==> config.mk <==
export PLATFORM = sky130hd
export DESIGN_NAME = raster_coord_gen
export DESIGN_NICKNAME = d
export VERILOG_FILES = /design/src/rtl/coord_pkg.sv /design/src/rtl/coord_col_path.sv /design/src/rtl/coord_row_path.sv /design/src/rtl/coord_done_path.sv /design/src/rtl/raster_coord_gen.sv
export SDC_FILE = /design/constraint.sdc
export NUM_CORES = 1
export LEC_CHECK = 0
export BUFFER_PORTS_ARGS = -buffer_cell sky130_fd_sc_hd__clkbuf_2
export CORE_ASPECT_RATIO = 1.75
export CORE_MARGIN = 2
export CORE_UTILIZATION = 40
export DETAILED_ROUTE_END_ITERATION = 7
export PLACE_DENSITY = 0.71
export SLEW_MARGIN = 20
export SYNTH_ARGS = -nofsm -noshare
export SYNTH_HDL_FRONTEND = slang
export SYNTH_SLANG_ARGS = --single-unit
==> constraint.sdc <==
create_clock -name clk -period 3.19 [get_ports clk]
set_input_delay 0.319 -clock clk [delete_from_list [all_inputs] [get_ports clk]]
set_output_delay 0.319 -clock clk [all_outputs]
set_load 0.01 [all_outputs]
==> src/rtl/coord_pkg.sv <==
package coord_pkg;
    localparam int unsigned COORD_W = 12;

    typedef logic [COORD_W-1:0] coord_t;

    typedef struct packed {
        coord_t len;
        coord_t lim;
    } scan_lim_t;

    // true when (v + off) modulo 2**COORD_W equals target
    function automatic logic hits(coord_t v, coord_t target, coord_t off);
        coord_t s;
        s = v + off;
        return s == target;
    endfunction
endpackage

==> src/rtl/coord_col_path.sv <==
module coord_col_path
    import coord_pkg::*;
#(
    parameter bit LOOKAHEAD = 1'b0
) (
    input  logic   clk,
    input  logic   rst,
    input  logic   start,
    input  logic   step,
    input  coord_t len_new,
    input  coord_t len_held,
    output coord_t col
);
    localparam coord_t ONE = coord_t'(1);
    localparam coord_t TWO = coord_t'(2);

    coord_t col_q;
    logic   wrap;

    generate
        if (LOOKAHEAD) begin : g_ahead
            logic wrap_q;
            always_ff @(posedge clk) begin
                if (rst)
                    wrap_q <= 1'b0;
                else if (start)
                    wrap_q <= hits('0, len_new, ONE);
                else if (step)
                    wrap_q <= wrap_q ? hits('0, len_held, ONE)
                                     : hits(col_q, len_held, TWO);
            end
            assign wrap = wrap_q;
        end else begin : g_comb
            assign wrap = hits(col_q, len_held, ONE);
        end
    endgenerate

    always_ff @(posedge clk) begin
        if (rst || start)
            col_q <= '0;
        else if (step)
            col_q <= wrap ? '0 : col_q + ONE;
    end

    assign col = col_q;
endmodule

==> src/rtl/coord_row_path.sv <==
module coord_row_path
    import coord_pkg::*;
#(
    parameter bit LOOKAHEAD = 1'b0
) (
    input  logic   clk,
    input  logic   rst,
    input  logic   start,
    input  logic   step,
    input  coord_t col,
    input  scan_lim_t lim_new,
    input  scan_lim_t lim_held,
    output coord_t row,
    output logic   row_at_lim
);
    localparam coord_t ONE = coord_t'(1);
    localparam coord_t TWO = coord_t'(2);

    coord_t row_q;
    logic   wrap;

    generate
        if (LOOKAHEAD) begin : g_ahead
            logic wrap_q;
            logic at_q;
            always_ff @(posedge clk) begin
                if (rst) begin
                    wrap_q <= 1'b0;
                    at_q   <= 1'b1;
                end else if (start) begin
                    wrap_q <= hits('0, lim_new.len, ONE);
                    at_q   <= (lim_new.lim == '0);
                end else if (step) begin
                    wrap_q <= wrap_q ? hits('0, lim_held.len, ONE)
                                     : hits(col, lim_held.len, TWO);
                    if (wrap_q)
                        at_q <= hits(row_q, lim_held.lim, ONE);
                end
            end
            assign wrap       = wrap_q;
            assign row_at_lim = at_q;
        end else begin : g_comb
            assign wrap       = hits(col, lim_held.len, ONE);
            assign row_at_lim = (row_q == lim_held.lim);
        end
    endgenerate

    always_ff @(posedge clk) begin
        if (rst || start)
            row_q <= '0;
        else if (step && wrap)
            row_q <= row_q + ONE;
    end

    assign row = row_q;
endmodule

==> src/rtl/coord_done_path.sv <==
module coord_done_path (
    input  logic clk,
    input  logic rst,
    input  logic start,
    input  logic step,
    input  logic row_at_lim,
    output logic done
);
    always_ff @(posedge clk) begin
        if (rst || start)
            done <= 1'b0;
        else if (step)
            done <= row_at_lim;
    end
endmodule

==> src/rtl/raster_coord_gen.sv <==
module raster_coord_gen
    import coord_pkg::*;
#(
    parameter bit LOOKAHEAD = 1'b0
) (
    input  logic                clk,
    input  logic                rst,
    input  logic                start_i,
    input  logic                adv_i,
    input  logic [COORD_W-1:0]  len_i,
    input  logic [COORD_W-1:0]  lim_i,
    output logic [COORD_W-1:0]  col_o,
    output logic [COORD_W-1:0]  row_o,
    output logic                done_o
);
    scan_lim_t lim_new;
    scan_lim_t lim_q;
    logic      step;
    logic      row_at_lim;
    coord_t    col;
    coord_t    row;
    logic      done;

    assign lim_new.len = len_i;
    assign lim_new.lim = lim_i;

    always_ff @(posedge clk) begin
        if (rst)
            lim_q <= '0;
        else if (start_i)
            lim_q <= lim_new;
    end

    assign step = adv_i & ~start_i & ~done;

    coord_col_path #(.LOOKAHEAD(LOOKAHEAD)) u_col (
        .clk      (clk),
        .rst      (rst),
        .start    (start_i),
        .step     (step),
        .len_new  (lim_new.len),
        .len_held (lim_q.len),
        .col      (col)
    );

    coord_row_path #(.LOOKAHEAD(LOOKAHEAD)) u_row (
        .clk        (clk),
        .rst        (rst),
        .start      (start_i),
        .step       (step),
        .col        (col),
        .lim_new    (lim_new),
        .lim_held   (lim_q),
        .row        (row),
        .row_at_lim (row_at_lim)
    );

    coord_done_path u_done (
        .clk        (clk),
        .rst        (rst),
        .start      (start_i),
        .step       (step),
        .row_at_lim (row_at_lim),
        .done       (done)
    );

    assign col_o  = col;
    assign row_o  = row;
    assign done_o = done;
endmodule

==> metrics.md, run 1 <==
| Metric | Value |
|---|---|
| Outcome | `finished, final reports clean` |
| Final period demand of the worst path | `2995 ps` |
| Number of flip-flops and latches in the synthesized netlist | `between 40 and 50` |
| Share of post-route cells with drive strength above 1 | `around a fifth` |
| Cell chosen for the clock root | `clkbuf_16` |
| Total of fill cells in the finished design | `~640` |
| Top FF cell, synth | `dfxtp_1` |
| Non-filler instance count after layout | `~440` |
| First-pass DRT Iterations | `4` |
| Highest clock frequency the design can meet | `333.9 MHz` |
| Number of distinct standard cells referenced by the synthesized netlist | `44` |
| Minimum setup slack in the final design | `a little under 200 ps` |
| Crit end category | `register` |
| Overall fraction of global-route tracks in use | `19.73%` |
| Global routing's busiest layer | `met2` |
| Unrepaired setup endpoints after global routing | `no` |
| Cell seen most often among critical-path stages | `or4_1` |
| Register area | `980.9 um^2` |
| Number of instances in the placed design | `~430` |
| Power per cell area | `between 400 and 500 nW/um^2` |
| Number of max-slew violations in the final report | `0` |
| Clock tree from TritonCTS | `done` |
| Number of buffers inserted by post-CTS setup repair | `0` |
| Antenna violations before repair | `0` |
| Worst IR Drop VDD | `about 340 uV` |
| Max-cap viol count | `0` |
| Number of enable flip-flop cells after synthesis | `0` |
| Clock latency on the worst-skew pair | `290 ps` |
| Proportion of synthesized chip area in sequential cells | `between 30% and 40%` |
| Data arrival time at the worst-slack endpoint | `roughly 3200 ps` |
| CTS hold repair buffers | `0` |
| Pin count of the biggest net entering global routing | `28` |
| Proportion of synthesized flip-flops having asynchronous set or reset | `0%` |
| Type of the worst setup path | `reg2reg` |
| Port Buffers | `between 50 and 60` |
| Setup TNS after final layout | `0 ps` |
| Number of DRC violations after detailed-routing iteration 0 | `a little over 200` |
| Met1 demand-to-capacity share in global routing | `21.71%` |
| Footprint of the multi-input gates | `between 1500 and 2000 um^2` |
| Floorplan die width | `around 66 um` |
| Remaining max-slew budget at the tightest pin | `approximately two thirds` |
| Yosys warning count | `0` |
| GRT met2 Usage | `35.42%` |
| Final Routed Wirelength | `~6800 um` |
| CP max-delay cell | `dfxtp_1` |
| Initial Utilization | `40.97%` |
| Via count | `between 2000 and 2500` |
| Grt total ovfl | `0` |
| Row count | `39` |
| Average via count per standard cell | `5.577` |
| Core region area | `between 6000 and 7000 um^2` |
| Setup Slack @ Placement | `~150 ps` |
| Cell area after layout | `roughly 3200 um^2` |
| Required @ worst endpoint | `approximately 3400 ps` |
| CTS H-Tree Depth | `2` |
| CP Max Fanout | `25` |
| Top-level port count | `53` |
| First-pass GRT wire length | `roughly 11000 um` |
| Number of instances in the synthesized netlist | `approximately 310` |
| Classification of the worst-slack hold path | `in2reg` |
| Final net count | `around 390` |
| Post-route DRC violation count | `0` |
| Post-synth design cell area | `around 2700 um^2` |
| Worst Tran Pin Value | `just over 500 ps` |
| Setup violators final | `0` |
| Die span in y | `111.9 um` |
| HPWL reported at the end of detailed placement | `~5000 um` |
| Clock slew at the register clock pins of the worst setup and hold paths | `70 ps` |
| Met3 layer usage reported by global route | `under 10%` |
| Signed area change from the synthesized netlist to the final layout | `18.49%` |
| Leakage | `about 0.0013 uW` |
| Number of hold violations in the final report | `0` |
| Avg Cell Area, Syn | `roughly 8.5 um^2` |
| Number of clock sinks | `a little under 50` |
| Max stage delay on crit path | `between 500 and 600 ps` |
| Cell chain of the critical path | `and4_1, nand4_4, a2111oi_4, nand2_1, or4_1, buf_4, or4_1, a21oi_1` |
| Average detailed-routed wire length per instance | `approximately 15 um` |
| Via count of the first global-routing pass | `about 2400` |
| Die area | `around 7300 um^2` |
| Residual antenna-violating net count after detailed routing | `0` |
| CTS buffer count | `5` |
| Placed instance area | `2969 um^2` |
| Post-Synthesis Net Count | `around 340` |
| Clock buffer depth | `2` |
| Skew final | `between 7 and 8 ps` |
| Launching element type of the critical path | `register` |
| Final design utilization | `48.54%` |
| Number of antenna repair diodes | `0` |
| Final period utilization | `between 90% and 100%` |
| Placer's final routability congestion estimate | `between 0.8 and 0.9` |
[layout make-up]
cell class / count / share of cell area [%]
well taps: 82 / 3.257
clock inverters: 1 / 0.9531
repair buffers: 61 / 10.41
inverters: 5 / 0.5957
flip-flops and latches: 49 / 31.14
multi-input cells: 237 / 49.13
clock buffers: 7 / 4.527
[kinds of logic (layout without fill, tap and decap cells)]
kind of cell    after synthesis  in the layout  synth area share [%]
mux                          26             26                 9.788
xor+xnor                     25             25                 8.235
flops                        49             49                 36.89
simple gates                129            129                 25.36
fa+ha+maj                     2              2                0.9410
compound gates               55             55                 13.55
buf+inv                      27             74                 5.224
[cell usage after synthesis, types with 2 or more instances]
cell	n	share of area, %
buf_2	3	0.56
buf_1	2	0.28
nor4_1	9	2.1
mux2i_1	26	9.8
nand4_1	7	1.6
buf_4	5	1.4
o21ai_0	9	1.7
nand3_1	9	1.7
a21boi_0	2	0.56
clkbuf_1	10	1.4
xor2_1	13	4.3
or4_1	8	2.3
nor2b_1	3	0.71
a41oi_1	2	0.66
o31a_1	2	0.66
a31oi_1	5	1.2
a21oi_1	20	3.8
nand3_2	2	0.75
o31ai_1	9	2.5
or3_1	2	0.47
ha_1	2	0.94
and2_1	5	1.2
nand2_1	26	3.7
xnor2_1	12	4.0
a211oi_1	2	0.56
nand3b_1	2	0.56
and3_1	4	0.94
inv_1	5	0.71
nor3_1	9	1.7
buf_6	2	0.85
dfxtp_1	49	37
nor2_1	35	4.9
[worst paths after layout]
path,start,endpoint,slack [ps],cells after the start
max reg2reg,u_col.col[2],u_row.row[11],190,8
min reg2reg,u_done.done,u_done.done,510,2
max,u_col.col[2],u_row.row[11],190,8
min,lim_i[9],lim_q[9],270,3
[per-stage QoR]
step,hold WS [ps],power [uW]
2_1_floorplan,466.5,738.8
3_5_place_dp,501.2,777.6
3_3_place_gp,490.8,774.2
6_report,267.5,1381
5_1_grt,285.7,1427
4_1_cts,266.9,1390
[metal layers]
metal,share of wire (%),up-vias
li1,-,1220
met1,37,1157
met2,55,72
met3,4.3,16
met4,3.3,0
met5,0,-
[registers in the layout, summed over array words and instances (netlist names)]
| name | count |
|---|---|
| lim_q | 24 |
| u_col.col | 12 |
| u_done.done | 1 |
| u_row.row | 12 |
[worst max-delay path, delay by kind of cell (launching register included)]
kind | cells | cell delay [ps]
AND/OR/NAND/NOR | 5 | 1610
AO/OA/AOI/OAI | 2 | 540
flip-flops | 1 | 530
buffers and inverters | 1 | 240
[power by group]
| group | leakage (uW) | switching, uW | internal, uW |
|---|---|---|---|
| combinational | 0.000809 | 63.1 | 54.8 |
| sequential | 0.000400 | 15.0 | 631 |
| clock | 0.0000841 | 225 | 392 |
| total | 0.00129 | 303 | 1080 |
[placed cells by master, fill, tap and decap left out, types with 2 or more instances in the layout]
master | Yosys | layout
inv_1 | 5 | 5
or4_1 | 8 | 8
dfxtp_1 | 49 | 49
and3_1 | 4 | 4
nor2_1 | 35 | 35
and2_1 | 5 | 5
a31oi_1 | 5 | 5
clkbuf_2 | 0 | 52
nor2b_1 | 3 | 3
buf_4 | 5 | 9
nand3b_1 | 2 | 2
clkbuf_16 | 0 | 5
o21ai_0 | 9 | 9
a21oi_1 | 20 | 20
nand3_1 | 9 | 9
nor4_1 | 9 | 8
xnor2_1 | 12 | 12
a21boi_0 | 2 | 2
o31ai_1 | 9 | 9
mux2i_1 | 26 | 26
a41oi_1 | 2 | 2
nand3_2 | 2 | 2
xor2_1 | 13 | 13
o31a_1 | 2 | 2
nor3_1 | 9 | 9
nand2_1 | 26 | 26
nand4_1 | 7 | 7
a211oi_1 | 2 | 2
or3_1 | 2 | 2
[repair_timing]
action,4_1_cts,5_1_grt
endpoints found under the setup margin,0,7
resized for setup,0,2
hold endpoints to repair,0,0
Note: power is estimated with default switching activity, not from simulation.
==> run 2: changes to the inputs <==
--- a/config.mk
+++ b/config.mk
@@ -12,2 +12,3 @@
 export DETAILED_ROUTE_END_ITERATION = 7
+export GPL_ROUTABILITY_DRIVEN = 0
 export PLACE_DENSITY = 0.71
--- a/constraint.sdc
+++ b/constraint.sdc
@@ -3,2 +3,2 @@
 set_output_delay 0.319 -clock clk [all_outputs]
-set_load 0.01 [all_outputs]
+set_load 0.02 [all_outputs]
==> run 2 against run 1 <==
Cell count unchanged; global-route usage decreased by 0.36 points; flip-flop and latch count unchanged; cell area down 0.68%; wire length hardly changed.
==> metrics.md, run 2 (same netlist as run 1, synthesis figures left out) <==
| Metric | Value |
|---|---|
| Final period demand of the worst path | `3028 ps (+33.20 ps)` |
| Commonest non-fill, non-tap cells in the layout | `clkbuf_2 (52), dfxtp_1 (49), nor2_1 (35)` |
| Internal power | `979.2 uW (-9.1%)` |
| Net load switching power | `314.5 uW (+3.7%)` |
| Number of DRC violations after detailed-routing iteration 0 | `157 (-24%)` |
| Most frequent standard cell in the layout excluding fill and tap cells | `clkbuf_2` |
| CTS buffer count | `5 (unchanged)` |
| Average via count per standard cell | `5.509 (-1.2%)` |
| Core region area | `6490 um^2 (unchanged)` |
| Number of instances in the placed design | `434 (unchanged)` |
| Clock network fraction of total power | `40.7% (-4.0 points)` |
| Sw frac | `24.31% (+2.4 points)` |
| Residual antenna-violating net count after detailed routing | `0 (unchanged)` |
| Average detailed-routed wire length per instance | `15.29 um (about the same)` |
| Share of post-route cells with drive strength above 1 | `21.11% (unchanged)` |
| Final period utilization | `94.94% (+1.0 points)` |
| Highest clock frequency the design can meet | `330.2 MHz (-1.1%)` |
| Top-level port count | `53 (unchanged)` |
| Setup TNS after final layout | `0 ps (unchanged)` |
| Worst Tran Pin Value | `556.1 ps (+36.88 ps)` |
| Antenna violations before repair | `0 (unchanged)` |
| Worst IR Drop VDD | `399.8 uV (+19%)` |
| Post-route DRC violation count | `0 (unchanged)` |
| Data arrival time at the worst-slack endpoint | `3250 ps (+40 ps)` |
| Max-cap viol count | `0 (unchanged)` |
| HPWL reported at the end of detailed placement | `5003 um (+0.30%)` |
| Final design utilization | `48.22% (-0.33 points)` |
| Combinational Power Share | `9.3% (+0.8 points)` |
| Number of flip-flops in the largest register | `24 (unchanged)` |
| Final net count | `389 (unchanged)` |
| Die area | `7341 um^2 (unchanged)` |
| Row count | `39 (unchanged)` |
| Unrepaired setup endpoints after global routing | `no` |
| Final Routed Wirelength | `6758 um (about the same)` |
| Clock slew at the register clock pins of the worst setup and hold paths | `70 ps (about the same)` |
| Clock tree from TritonCTS | `done` |
| Classification of the worst-slack hold path | `in2reg` |
| CP Max Fanout | `25 (unchanged)` |
| Number of buffers inserted by post-CTS setup repair | `0 (unchanged)` |
| Port Buffers | `52 (unchanged)` |
| Clock buffer depth | `2 (unchanged)` |
| Number of antenna repair diodes | `0 (unchanged)` |
| Largest Register | `lim_q` |
| Minimum setup slack in the final design | `161.5 ps (-33.20 ps)` |
| Remaining max-slew budget at the tightest pin | `62.58% (-2.8 points)` |
| Hold Worst Slack | `261.6 ps (-5.894 ps)` |
| Setup Slack @ Placement | `107.7 ps (-40.31 ps)` |
| Die span in y | `111.9 um (unchanged)` |
| Via count of the first global-routing pass | `2347 (-3.9%)` |
| Leakage | `0.001284 uW (-0.67%)` |
| CTS H-Tree Depth | `2 (unchanged)` |
| Flop pwr share | `50.0% (+3.2 points)` |
| First-pass GRT wire length | `11030 um (-3.2%)` |
| Cell chosen for the clock root | `clkbuf_16` |
| First-pass DRT Iterations | `4 (unchanged)` |
| Launching element type of the critical path | `register` |
| Number of hold violations in the final report | `0 (unchanged)` |
| Clock latency on the worst-skew pair | `290 ps (about the same)` |
| Number of max-slew violations in the final report | `0 (unchanged)` |
| Required @ worst endpoint | `3410 ps (about the same)` |
| Via count | `2435 (-1.2%)` |
| Grt total ovfl | `0 (unchanged)` |
| Power per cell area | `413.4 nW/um^2 (-5.7%)` |
| Setup violators final | `0 (unchanged)` |
| Floorplan die width | `65.63 um (unchanged)` |
| Pin count of the biggest net entering global routing | `28 (unchanged)` |
| Signed area change from the synthesized netlist to the final layout | `17.69%` |
| Initial Utilization | `40.97% (unchanged)` |
| Type of the worst setup path | `reg2reg` |
| Number of clock sinks | `49 (unchanged)` |
| Overall fraction of global-route tracks in use | `19.38% (-0.36 points)` |
| Non-filler instance count after layout | `442 (unchanged)` |
| Outcome | `finished, final reports clean` |
| Skew final | `6.004 ps (-1.023 ps)` |
| Crit end category | `register` |
[run 2: cell count changes in the layout (fill, tap and decap cells not counted), sizes merged]
cell,previous run,this run
clkbuf,59,58
inv,5,6
clkinv,0,1
bufinv,1,0
[run 2: metrics by stage]
step           instance area, um^2  power, uW
2_1_floorplan                 2659      739.5
3_3_place_gp                  2969      775.1
3_5_place_dp                  2969      779.0
4_1_cts                       3112       1308
5_1_grt                       3129       1344
6_report                      3129       1294
[run 2: worst max-delay path, cell delays in order (launching register included)]
cell and delay, ps:
dfxtp_1 520, and4_1 430, nand4_1 170, a32oi_1 240, a21oi_1 110, or4_1 560, buf_4 240, or4_1 530
a21oi_1 150
[run 2: routing by layer]
layer  routed length, um  up-vias  part of all wire [%]  GRT usage [%]
li1                    -     1212                     -              -
met4                 188        0                   2.8          8.889
met3                 269       12                   4.0          3.030
met2                3791       69                    56          35.49
met5                   0        -                     0              0
met1                2509     1142                    37          20.93
[run 2: path summary, 6_finish.rpt]
check | startpoint | end | slack (ps) | depth (start not counted)
setup / recovery | u_col.col[2] | u_row.row[7] | 160 | 8
hold / removal | lim_i[4] | lim_q[4] | 260 | 3
setup reg to reg | u_col.col[2] | u_row.row[7] | 160 | 8
hold reg to reg | lim_q[19] | lim_q[19] | 520 | 2
[run 2: power groups by stage]
stage                     Clock, uW  Sequential (uW)  Combinational (uW)
final                           527              646                 121
after global routing            561              648                 135
after CTS                       542              646                 120
after detailed placement          0              660                 119
after global placement            0              659                 116
after floorplan                   0              657                82.4
[run 2: cell type report]
class	instances	area, um^2
inverter	5	18.77
clock inverter	2	13.76
clock buffer	6	128.9
multi-input combinational	237	1556
timing repair buffer	61	327.8
tap	82	102.6
sequential	49	980.9
fill	645	3361
[run 2: what timing repair did]
| item | in CTS | in global routing |
|---|---|---|
| resized for setup | 0 | 3 |
| endpoints found under the setup margin | 0 | 7 |
| hold buffers | 0 | 0 |
| endpoints found under the hold margin | 0 | 0 |
==> run 3: changes to the inputs <==
CELL_PAD_IN_SITES_DETAIL_PLACEMENT = 1   (was not set)
CELL_PAD_IN_SITES_GLOBAL_PLACEMENT = 2   (was not set)
CORE_UTILIZATION = 32   (was 40)
PLACE_DENSITY = 0.89   (was 0.71)
RECOVER_POWER = 25   (was not set)
==> run 3 against run 2 <==
The run now ends with capacitance limit, slew limit left; cell area increased by 1.4%; combinational power about the same; first-iteration DRC count decreased by 41%; core utilization decreased by 9.5 points; sequential power about the same; via count increased by 2.8%; sequential share of layout area decreased by 0.43 points; global-route usage decreased by 1.3 points; highest routed layer unchanged.
==> metrics.md, run 3 (same netlist as run 1, synthesis figures left out) <==
| Metric | Value |
|---|---|
| Outcome | `finished, violations left` |
| Violations in the final reports | `capacitance limit, slew limit` |
| Average detailed-routed wire length per instance | `16.99 um (+11%)` |
| Classification of the worst-slack hold path | `in2reg` |
| Overall fraction of global-route tracks in use | `18.10% (-1.3 points)` |
| Port Buffers | `52 (unchanged)` |
| Type of the worst setup path | `reg2reg` |
| Number of clock sinks | `49 (unchanged)` |
| First-pass DRT Iterations | `4 (unchanged)` |
| Clock buffer depth | `2 (unchanged)` |
| Initial Utilization | `32.41% (-8.6 points)` |
| Number of hold violations in the final report | `0 (unchanged)` |
| HPWL reported at the end of detailed placement | `5778 um (+15%)` |
| Share of post-route cells with drive strength above 1 | `20.83% (-0.28 points)` |
| Clock latency on the worst-skew pair | `290 ps (about the same)` |
| Commonest non-fill, non-tap cells in the layout | `clkbuf_2 (51), dfxtp_1 (49), nor2_1 (35)` |
| Pin count of the biggest net entering global routing | `28 (unchanged)` |
| Number of buffers inserted by post-CTS setup repair | `0 (unchanged)` |
| Setup violators final | `0 (unchanged)` |
| Required @ worst endpoint | `3410 ps (about the same)` |
| Clock network fraction of total power | `44.9% (+4.2 points)` |
| Signed area change from the synthesized netlist to the final layout | `19.34%` |
| Worst IR Drop VDD | `347.0 uV (-13%)` |
| Final net count | `389 (unchanged)` |
| Flop pwr share | `46.3% (-3.7 points)` |
| Setup TNS after final layout | `0 ps (unchanged)` |
| Final period utilization | `94.79% (-0.15 points)` |
| Register area | `980.9 um^2 (unchanged)` |
| Antenna violations before repair | `0 (unchanged)` |
| Total of fill cells in the finished design | `972 (+51%)` |
| Die span in y | `124.6 um (+11%)` |
| Final period demand of the worst path | `3024 ps (-4.703 ps)` |
| Via count | `2504 (+2.8%)` |
| CTS H-Tree Depth | `2 (unchanged)` |
| Top-level port count | `53 (unchanged)` |
| Final Routed Wirelength | `7681 um (+14%)` |
| Row count | `44 (+13%)` |
| Leakage | `0.001288 uW (+0.29%)` |
| Cell seen most often among critical-path stages | `or4_1` |
| Remaining max-slew budget at the tightest pin | `-22.40% (-85 points)` |
| CTS resizes | `0 (unchanged)` |
| Post-route DRC violation count | `0 (unchanged)` |
| Clock slew at the register clock pins of the worst setup and hold paths | `70 ps (about the same)` |
| CTS buffer count | `5 (unchanged)` |
| Footprint of the multi-input gates | `1563 um^2 (+0.40%)` |
| CP max-delay cell | `dfxtp_1` |
| Residual antenna-violating net count after detailed routing | `0 (unchanged)` |
| Net load switching power | `317.1 uW (+0.83%)` |
| Grt total ovfl | `0 (unchanged)` |
| Number of antenna repair diodes | `0 (unchanged)` |
| CTS hold repair buffers | `0 (unchanged)` |
| Power per cell area | `440.2 nW/um^2 (+6.5%)` |
| Max-cap viol count | `1 (+1)` |
| Crit end category | `register` |
| Number of DRC violations after detailed-routing iteration 0 | `92 (-41%)` |
| Most frequent standard cell in the layout excluding fill and tap cells | `clkbuf_2` |
| Worst Tran Pin Value | `1836 ps (+1280 ps)` |
| Sw frac | `22.71% (-1.6 points)` |
| Data arrival time at the worst-slack endpoint | `3240 ps (about the same)` |
| Max stage delay on crit path | `540 ps (-20 ps)` |
| Largest Register | `lim_q` |
| First-pass GRT wire length | `12860 um (+17%)` |
| Number of flip-flops in the largest register | `24 (unchanged)` |
| CP Max Fanout | `25 (unchanged)` |
| Unrepaired setup endpoints after global routing | `no` |
| Cell chain of the critical path | `and4_1, nand4_4, a2111oi_4, nand2_1, or4_1, buf_4, or4_1, a21oi_1` |
| Clock tree from TritonCTS | `done` |
| Internal power | `1080 uW (+10%)` |
| Floorplan die width | `72.91 um (+11%)` |
| Launching element type of the critical path | `register` |
| Combinational Power Share | `8.9% (-0.4 points)` |
| Via count of the first global-routing pass | `2650 (+13%)` |
| Die area | `9083 um^2 (+24%)` |
| Core region area | `8203 um^2 (+26%)` |
| Skew final | `6.350 ps (+0.3461 ps)` |
| Cell chosen for the clock root | `clkbuf_16` |
| Number of max-slew violations in the final report | `28 (+28)` |
| Final Total Pwr | `1397 uW (+8.0%)` |
| Highest clock frequency the design can meet | `330.7 MHz (+0.16%)` |
| Average via count per standard cell | `5.540 (+0.56%)` |
| Final design utilization | `38.68% (-9.5 points)` |
## run 3: final cells by class
class	count	area share [%]
clock buffers	7	4.495
clock inverters	1	0.9464
inverters	5	0.5915
multi-input cells	237	49.25
flip-flops and latches	49	30.91
well taps	92	3.628
repair buffers	61	10.17
## run 3: final timing paths
| kind | slack (ps) | start | end | cells past startpoint |
|---|---|---|---|---|
| min | 260 | lim_i[5] | lim_q[5] | 3 |
| max | 170 | u_col.col[2] | u_row.row[10] | 8 |
| min reg2reg | 520 | lim_q[19] | lim_q[19] | 2 |
| max reg2reg | 170 | u_col.col[2] | u_row.row[10] | 8 |
## run 3: per-layer routing
layer  global-route usage (%)  share of wire [%]  up-vias  routed length (um)
met3                    3.236                3.0       19                 233
li1                         -                  -     1209                   -
met2                    34.71                 57       51                4397
met1                    17.88                 37     1225                2808
met4                    7.952                3.2        0                 242
met5                        0                  0        -                   0
## run 3: metrics by stage
step           setup WS, ps  cell area, um^2  hold WS (ps)  std cells
3_3_place_gp          208.1             2982         488.4        444
2_1_floorplan         324.9             2659         466.5        313
4_1_cts               83.33             3154         254.5        452
6_report              166.2             3173         261.0        452
5_1_grt               14.13             3173         277.5        452
3_5_place_dp          83.43             2982         493.6        444
## run 3: worst max-delay path: cells and delay by family (launching register included)
kind                   cells  cell delay, ps
DFF                        1             540
buffers and inverters      1             230
and+or+nand+nor            5            1600
AOI/OAI and AO/OA          2             570
## run 3: power groups by stage
| stage | Clock, uW | Combinational, uW | Sequential [uW] |
|---|---|---|---|
| final | 626 | 124 | 647 |
| after global routing | 664 | 138 | 649 |
| after CTS | 646 | 123 | 646 |
| after detailed placement | 0 | 123 | 660 |
| after global placement | 0 | 119 | 660 |
| after floorplan | 0 | 82.4 | 657 |
